`src/rtl/march_bist.sv`:
```
module march_bist #(
  parameter int AW  = 4,
  parameter int DW  = 32,
  parameter int PW  = 6,
  parameter int ECW = 8
) (
  input  logic          clk,
  input  logic          rst_n,
  input  logic          start,
  input  logic [1:0]    mode,
  input  logic [PW-1:0] passes,
  output logic          busy,
  output logic          done,
  output logic          mem_en,
  output logic          mem_we,
  output logic [AW-1:0] mem_addr,
  output logic [DW-1:0] mem_wdata,
  input  logic [DW-1:0] mem_rdata,
  output logic          err_pulse,
  output logic [AW-1:0] err_addr,
  output logic [DW-1:0] err_exp,
  output logic [DW-1:0] err_act,
  output logic          fail,
  output logic [ECW-1:0] err_count
);
  localparam logic [AW-1:0]  TOP  = '1;
  localparam int             RW   = $clog2(DW);
  localparam logic [ECW-1:0] CMAX = '1;

  typedef enum logic [2:0] {S_IDLE, S_FILL, S_UPR, S_UPW, S_DNR, S_DNW} st_t;

  st_t           st;
  logic [AW-1:0] addr;
  logic [PW-1:0] pass, last;
  logic [1:0]    md;
  logic [4:0]    k20;
  logic [7:0]    bytev;
  logic [RW-1:0] rot;
  logic [DW-1:0] pat, expw;
  logic          chk, mism;

  always_comb begin
    if (k20 < 5'd8)       bytev = 8'd1 << k20[2:0];
    else if (k20 < 5'd16) bytev = ~(8'd1 << k20[2:0]);
    else begin
      case (k20[1:0])
        2'd0:    bytev = 8'h55;
        2'd1:    bytev = 8'hAA;
        2'd2:    bytev = 8'h33;
        default: bytev = 8'hCC;
      endcase
    end
  end

  assign rot = RW'(pass) + RW'(addr);

  always_comb begin
    case (md)
      2'd1:    pat = {(DW/8){bytev}};
      2'd2:    pat = DW'(1) << rot;
      default: pat = {DW{pass[0]}};
    endcase
  end

  assign chk       = (st == S_UPW) || (st == S_DNW);
  assign expw      = (st == S_UPW) ? pat : ~pat;
  assign mism      = chk && (mem_rdata != expw);
  assign busy      = st != S_IDLE;
  assign mem_en    = st != S_IDLE;
  assign mem_we    = (st == S_FILL) || chk;
  assign mem_addr  = addr;
  assign mem_wdata = (st == S_UPW) ? ~pat : pat;

  always_ff @(posedge clk) begin
    if (!rst_n) begin
      st        <= S_IDLE;
      addr      <= '0;
      pass      <= '0;
      last      <= '0;
      md        <= '0;
      k20       <= '0;
      done      <= 1'b0;
      err_pulse <= 1'b0;
      err_addr  <= '0;
      err_exp   <= '0;
      err_act   <= '0;
      fail      <= 1'b0;
      err_count <= '0;
    end else begin
      done      <= 1'b0;
      err_pulse <= mism;
      if (mism) begin
        err_addr <= addr;
        err_exp  <= expw;
        err_act  <= mem_rdata;
        fail     <= 1'b1;
        if (err_count != CMAX) err_count <= err_count + 1'b1;
      end
      case (st)
        S_IDLE: if (start) begin
          md        <= mode;
          last      <= passes;
          pass      <= '0;
          k20       <= '0;
          addr      <= '0;
          fail      <= 1'b0;
          err_count <= '0;
          st        <= S_FILL;
        end
        S_FILL: begin
          addr <= addr + 1'b1;
          if (addr == TOP) st <= S_UPR;
        end
        S_UPR: st <= S_UPW;
        S_UPW: begin
          if (addr == TOP) st <= S_DNR;
          else begin
            addr <= addr + 1'b1;
            st   <= S_UPR;
          end
        end
        S_DNR: st <= S_DNW;
        S_DNW: begin
          if (addr == '0) begin
            if (pass == last) begin
              st   <= S_IDLE;
              done <= 1'b1;
            end else begin
              pass <= pass + 1'b1;
              k20  <= (k20 == 5'd19) ? 5'd0 : k20 + 5'd1;
              st   <= S_FILL;
            end
          end else begin
            addr <= addr - 1'b1;
            st   <= S_DNR;
          end
        end
        default: st <= S_IDLE;
      endcase
    end
  end
endmodule

```
`config.mk`:
```
export PLATFORM = sky130hd
export DESIGN_NAME = march_bist
export DESIGN_NICKNAME = d
export VERILOG_FILES = /design/src/rtl/march_bist.sv
export SDC_FILE = /design/constraint.sdc
export NUM_CORES = 1
export LEC_CHECK = 0
export BUFFER_PORTS_ARGS = -buffer_cell sky130_fd_sc_hd__buf_4
export CAP_MARGIN = 20
export CORE_MARGIN = 10
export CORE_UTILIZATION = 55
export DETAILED_ROUTE_END_ITERATION = 8
export GPL_TIMING_DRIVEN = 0
export PLACE_DENSITY = 0.82
export SLEW_MARGIN = 20
export SYNTH_ARGS = -nofsm -noshare
export SYNTH_HDL_FRONTEND = slang
export SYNTH_SLANG_ARGS = --single-unit
```
`constraint.sdc`:
```
create_clock -name clk -period 4.8 [get_ports clk]
set_input_delay 0.48 -clock clk [delete_from_list [all_inputs] [get_ports clk]]
set_output_delay 0.48 -clock clk [all_outputs]
set_load 0.005 [all_outputs]
```
* Word-level counts from Yosys, hierarchy flattened
Cells that the tools add are included.
** Storage, ports and cells
- Flip-flop bits (word level) :: 105
- Output and inout bits :: 118
- Word-level logic and storage cells :: 92
** Operators by class
- Magnitude comparators :: 2
- Bitwise gates (word level) :: 2
- $add $sub $neg :: 6
- Reductions and logical operators :: 14
- Muxes and demuxes :: 33
- Eq/ne operators :: 20
- Shift-type cells :: 2
** Operator list (number)
- 2-to-1 mux 32 bit :: 2
- one-hot mux 32 bit (2 select lines) :: 1
- 2-to-1 mux 8 bit :: 6
- inequality test 32 bit :: 1
- inverter 32 bit :: 1
- << shifter 1 x 5 -> 32 bit, first input constant :: 1
- one-hot mux 8 bit (3 select lines) :: 1
- 2-to-1 mux 5 bit :: 4
- 2-to-1 mux 6 bit :: 3
- one-hot mux 3 bit (6 select lines) :: 1
- one-hot mux 4 bit (4 select lines) :: 1
- 2-to-1 mux 3 bit :: 4
- 2-to-1 mux 4 bit :: 3
- one-hot mux 6 bit (2 select lines) :: 1
- one-hot mux 5 bit (2 select lines) :: 1
- adder 8 x 1 -> 8 bit, second input constant :: 1
- inequality test 2 bit, second input constant :: 4
- inequality test 8 bit, second input constant :: 1
- inverter 8 bit :: 1
- AND reduction 4 bit :: 2
- << shifter 1 x 3 -> 8 bit, first input constant :: 1
- adder 6 x 1 -> 6 bit, second input constant :: 1
- == test 3 x 2 -> 1 bit, second input constant :: 2
- == test 3 bit, second input constant :: 2
- 24 further kinds :: 33

* Depth between registers and ports, before layout
- Depth in word-level cells :: 12
- Mapped depth :: 17

* Worst setup path after synthesis
OpenSTA, ideal clock, no wires.
- Kind :: register to register
- From :: reg addr[0], in the netlist mem_addr[0]
- To :: reg err_act[0]
- Path buffers :: 2
- Data required time :: 4.713 ns
- Data arrival time :: 3.964 ns
- Stages on the path, launching flop included :: 16
- Setup time :: 0.087 ns
- Clock period less this slack :: 4.051 ns
- Slack :: 0.749 ns
- Path through :: dfxtp_1 > ha_1 > inv_1 > fa_1 > nand2b_2 > o2bb2ai_4 > xor2_4 > o311ai_0 > xor2_1 > a2111o_1 > a2111oi_2 > a32o_2 > buf_4 > buf_2 > nand3_1 > o31ai_1
** Between the ends
- Word-level cells in the longest chain between the ends :: 7
** Ends and longest elaborated chain
- start, declared :: line 33 : logic [AW-1:0] addr;
- start signal, assigned :: line 111 : addr <= addr + 1'b1;
- start signal, assigned :: line 118 : addr <= addr + 1'b1;
- start signal, assigned :: line 134 : addr <= addr - 1'b1;
- adder 5 x 4 -> 5 bit * :: line 55 : assign rot = RW'(pass) + RW'(addr);
- << shifter 1 x 5 -> 32 bit * :: line 60 : 2'd2: pat = DW'(1) << rot;
- one-hot mux 32 bit (2 select lines) * :: line 58 : case (md)
- inverter 32 bit :: line 66 : assign expw = (st == S_UPW) ? pat : ~pat;
- 2-to-1 mux 32 bit * :: line 66
- inequality test 32 bit * :: line 67 : assign mism = chk && (mem_rdata != expw);
- logical AND 1 bit * :: line 67
- end signal, assigned :: line 95 : err_act <= mem_rdata;
- end, declared :: line 22 : output logic [DW-1:0] err_act,
Mark *: on every way between the ends. The rest lies on a longest branch, timed or not.
A chain may end at the register's enable or synchronous reset.

* Final worst setup path
- From :: reg addr[0], in the netlist mem_addr[0]
- To :: reg err_act[7]
Same word-level chain as after synthesis.

==> impl_results.md <==
* Number of nets in the final layout at 1,091
* Leak at 3.46 nW
* Worst setup path category: reg -> reg
* Power density normalized to cell area at 229 nW/um^2
* DR vias/cell at 6.30
* Crit path required time at 5050 ps
* Reg power frac at 45.1%
* Count of final hold-check violations at 0
* Maximum number of buffers from clock root to sink at 2
* Core footprint at 12,000 sq um
* Worst-path fanout max at 10
* Final HPWL DP at 19,300 um
* Worst min path class: in -> reg
* Setup TNS at 0 ps
* Leading cell type by number of instances after synthesis: sky130_fd_sc_hd__dfxtp_1
* Number of antenna violations at the first check in global routing at 0
* Cell family with the largest share of critical-path delay: simple AND/OR/NAND/NOR gates
* Starting density of the core at 56.1%
* Number of search-and-repair iterations in the first detailed-routing pass at 6
* TritonCTS Buffers at 9
* Main synth FF type: sky130_fd_sc_hd__dfxtp_1
* Netlist area before placement at 6710 sq um
* Clock latency of the later-clocked register in the worst-skew pair at 360 ps
* Share of layout cells above drive strength 1 at 23.4%
* Final estimated routing congestion in global placement at 0.996
* Die X at 130 um
* Count of buffering cells on the critical path with inverters included at 4
* Synth Net Count at 917
* Top-level I/O count at 161
* DR vias at 7,431
* Final setup violating endpoints at 0
* Switching Fraction at 28.3%
* Synth area leaders: sky130_fd_sc_hd__dfxtp_1, sky130_fd_sc_hd__xnor2_1, sky130_fd_sc_hd__nand3_1, sky130_fd_sc_hd__nand2_1, sky130_fd_sc_hd__nor2_1
* Wire length per cell at 21.0 um
* VDD IR max at 0.000206 V
* Number of enable flip-flop cells after synthesis at 0
* Post-route core utilization at 71.7%
* Clock tree from TritonCTS: built
* Reg2Reg Depth at 17
* DRC Markers at 0
* Number of global-route vias before repair at 6,914
* Number of DRC markers after the initial detailed-route iteration at 651
* Total overflow reported by the global router at 0
* Number of filler cells placed in the layout at 1,016
* Die Footprint at 17,000 sq um
* Number of nets with antenna violations after detailed routing at 0
* Inserted Diodes at 0
* Master cell of the clock root buffer: sky130_fd_sc_hd__clkbuf_16
* Period utilization at 96.8%
* Critical path's slowest cell: sky130_fd_sc_hd__or4_1
* Cell variety after synth at 81
* Setup skew after layout at 8.11 ps
* Flip-flop and latch count after synthesis at 105
* Total routing usage reported by global routing at 27.9%
* Outcome: complete, no violations
* Instance count along the most critical hold path at 3
* Logic depth of the worst path, buffers included at 17
* MaxCap Viol Count at 0
* Number of I/O port buffers at 156
* Critical path data arrival time at 4900 ps
* Die span in y at 130 um
* Level count of the clock H-tree at 3
* Fraction of the yosys area taken by sequential cells at 31.3%
* Cell-by-cell listing of the critical path: ha_1 > inv_1 > fa_2 > nand2b_2 > o2bb2ai_4 > xnor2_4 > buf_4 > nor2_4 > a311oi_2 > a32o_1 > or4_1 > nor4_2 > a32o_2 > buf_4 > clkbuf_4 > nand3_1 > o31ai_1
* Internal power component at 0.00141 W
* Number of instances in the synthesized netlist at 855
* Combinational share of power at 16.0%
* Delay of the slowest cell on the worst path at 570 ps
* Crit-path most repeated cell: sky130_fd_sc_hd__buf_4
* Post-synthesis async set-or-reset flop share at 0%
* Largest area contributor in the synthesized netlist: sky130_fd_sc_hd__dfxtp_1
* Share of power burned in the clock network at 38.9%
* YS warnings at 0
* Std cell rows at 40
* Commonest cells in the synthesized netlist: sky130_fd_sc_hd__dfxtp_1, sky130_fd_sc_hd__nand2_1, sky130_fd_sc_hd__nor2_1
* Switch Pwr at 0.000553 W
* Largest net degree at the start of global routing at 19
* WL final at 24,800 um
* Highest clock frequency the design can meet at 215 MHz
* Final Total Pwr at 0.00196 W
* Final Slew Violations at 0
* Slew at the pin closest to its max-slew limit at 826 ps
* Worst-path clk slew at 70 ps
* Worst Setup End Kind: flop
* Kind of start point of the critical path: flop
* Global-route wire length before repair at 37,500 um
* Time the final worst path needs with I/O delays and setup at 4650 ps
* Relative max-transition margin at 44.1%
* Synthesis-to-finish area growth at 27.8%
* Top-area cell type share of the netlist area at 31.3%
* Sink Count at 105
* Mean post-synth cell area at 7.85 sq um
* Worst setup timing slack at the placement stage at -383 ps
* Fin worst setup slack at 155 ps
[state kept, by name (all words and copies together) (netlist names)]
signal and count:
mem_addr 4, fail 1, pass 6, err_pulse 1, err_act 32, md 2
err_exp 32, done 1, last 6, err_addr 4, err_count 8, k20 5
st 3
[worst min-delay path, delay by kind of cell]
| family | cells | cell delay [ps] |
|---|---|---|
| AO/OA/AOI/OAI | 1 | 50 |
| AND/OR/NAND/NOR | 1 | 40 |
| buffers and inverters | 1 | 110 |
[power by group through the flow]
| stage | clock network, W | logic [W] | registers (W) |
|---|---|---|---|
| 3_3_place_gp | 0 | 0.000297 | 0.000904 |
| 5_1_grt | 0.000798 | 0.000337 | 0.000884 |
| 3_5_place_dp | 0 | 0.000296 | 0.000904 |
| 2_1_floorplan | 0 | 0.000168 | 0.000902 |
| 4_1_cts | 0.000764 | 0.000298 | 0.000884 |
| 6_report | 0.000761 | 0.000314 | 0.000884 |
[placed cells by master, fill, tap and decap left out, types with 6 or more instances in the layout]
cell type / instances
sky130_fd_sc_hd__o21ai_0: 51
sky130_fd_sc_hd__buf_2: 15
sky130_fd_sc_hd__nor2_1: 74
sky130_fd_sc_hd__nand3_1: 64
sky130_fd_sc_hd__clkbuf_1: 36
sky130_fd_sc_hd__nand2_1: 85
sky130_fd_sc_hd__a21oi_1: 33
sky130_fd_sc_hd__or3_1: 9
sky130_fd_sc_hd__nand2b_1: 9
sky130_fd_sc_hd__xor2_1: 21
sky130_fd_sc_hd__xnor2_1: 53
sky130_fd_sc_hd__o22ai_1: 6
sky130_fd_sc_hd__ha_1: 17
sky130_fd_sc_hd__inv_1: 27
sky130_fd_sc_hd__a211oi_1: 27
sky130_fd_sc_hd__buf_4: 165
sky130_fd_sc_hd__and3_1: 8
sky130_fd_sc_hd__a31oi_1: 17
sky130_fd_sc_hd__nor3_1: 15
sky130_fd_sc_hd__nand4_1: 18
sky130_fd_sc_hd__clkbuf_16: 9
sky130_fd_sc_hd__o31ai_1: 25
sky130_fd_sc_hd__dfxtp_1: 103
[path summary, 6_finish.rpt]
kind | endpoint | startpoint | slack, ps
max | err_act[7] | mem_addr[0] | 150
min | last[4] | passes[4] | 360
max reg2reg | err_act[7] | mem_addr[0] | 150
min reg2reg | last[2] | last[2] | 470
[area by class of cell]
type                            count  area [sq um]  share of cell area, %
Multi-Input combinational cell    658          4360                   50.8
Sequential cell                   105          2100                   24.6
Timing Repair Buffer              163          1230                   14.3
Buffer                             64           293                   3.42
Clock buffer                        9           225                   2.63
Tap cell                          147           184                   2.15
Inverter                           28           105                   1.23
Clock inverter                      6          75.1                  0.876
[logic make-up after synthesis]
kind of cell / Yosys count / synth area share (%)
xor+xnor: 77 / 10.6
flops: 105 / 31.3
simple gates: 323 / 23.5
fa+ha+maj: 19 / 3.77
buf+inv: 92 / 5.76
mux: 2 / 0.298
compound gates: 237 / 24.8
[layer usage]
metal | share of wire [%] | global-route usage (%) | vias to the layer above
li1 | - | - | 3483
met3 | 10 | 6.97 | 78
met4 | 3.2 | 11.4 | 0
met2 | 46 | 45.0 | 417
met5 | 0 | 0 | -
met1 | 40 | 35.1 | 3453
[through the flow]
step	hold slack [ps]	area, sq um	cells
6_report	360	8570	1180
5_1_grt	363	8570	1180
4_1_cts	357	8460	1177
3_5_place_dp	459	8060	1158
3_3_place_gp	454	8060	1158
2_1_floorplan	448	6710	855
[what timing repair did]
item / CTS / global route
pin swaps: 2 / 5
endpoints found under the setup margin: 78 / 78
resized for setup: 15 / 23
endpoints found under the hold margin: 0 / 0
setup buffers: 4 / 3
hold buffers: 0 / 0
cloned: 0 / 0
Note: power is estimated with default switching activity, not from simulation.
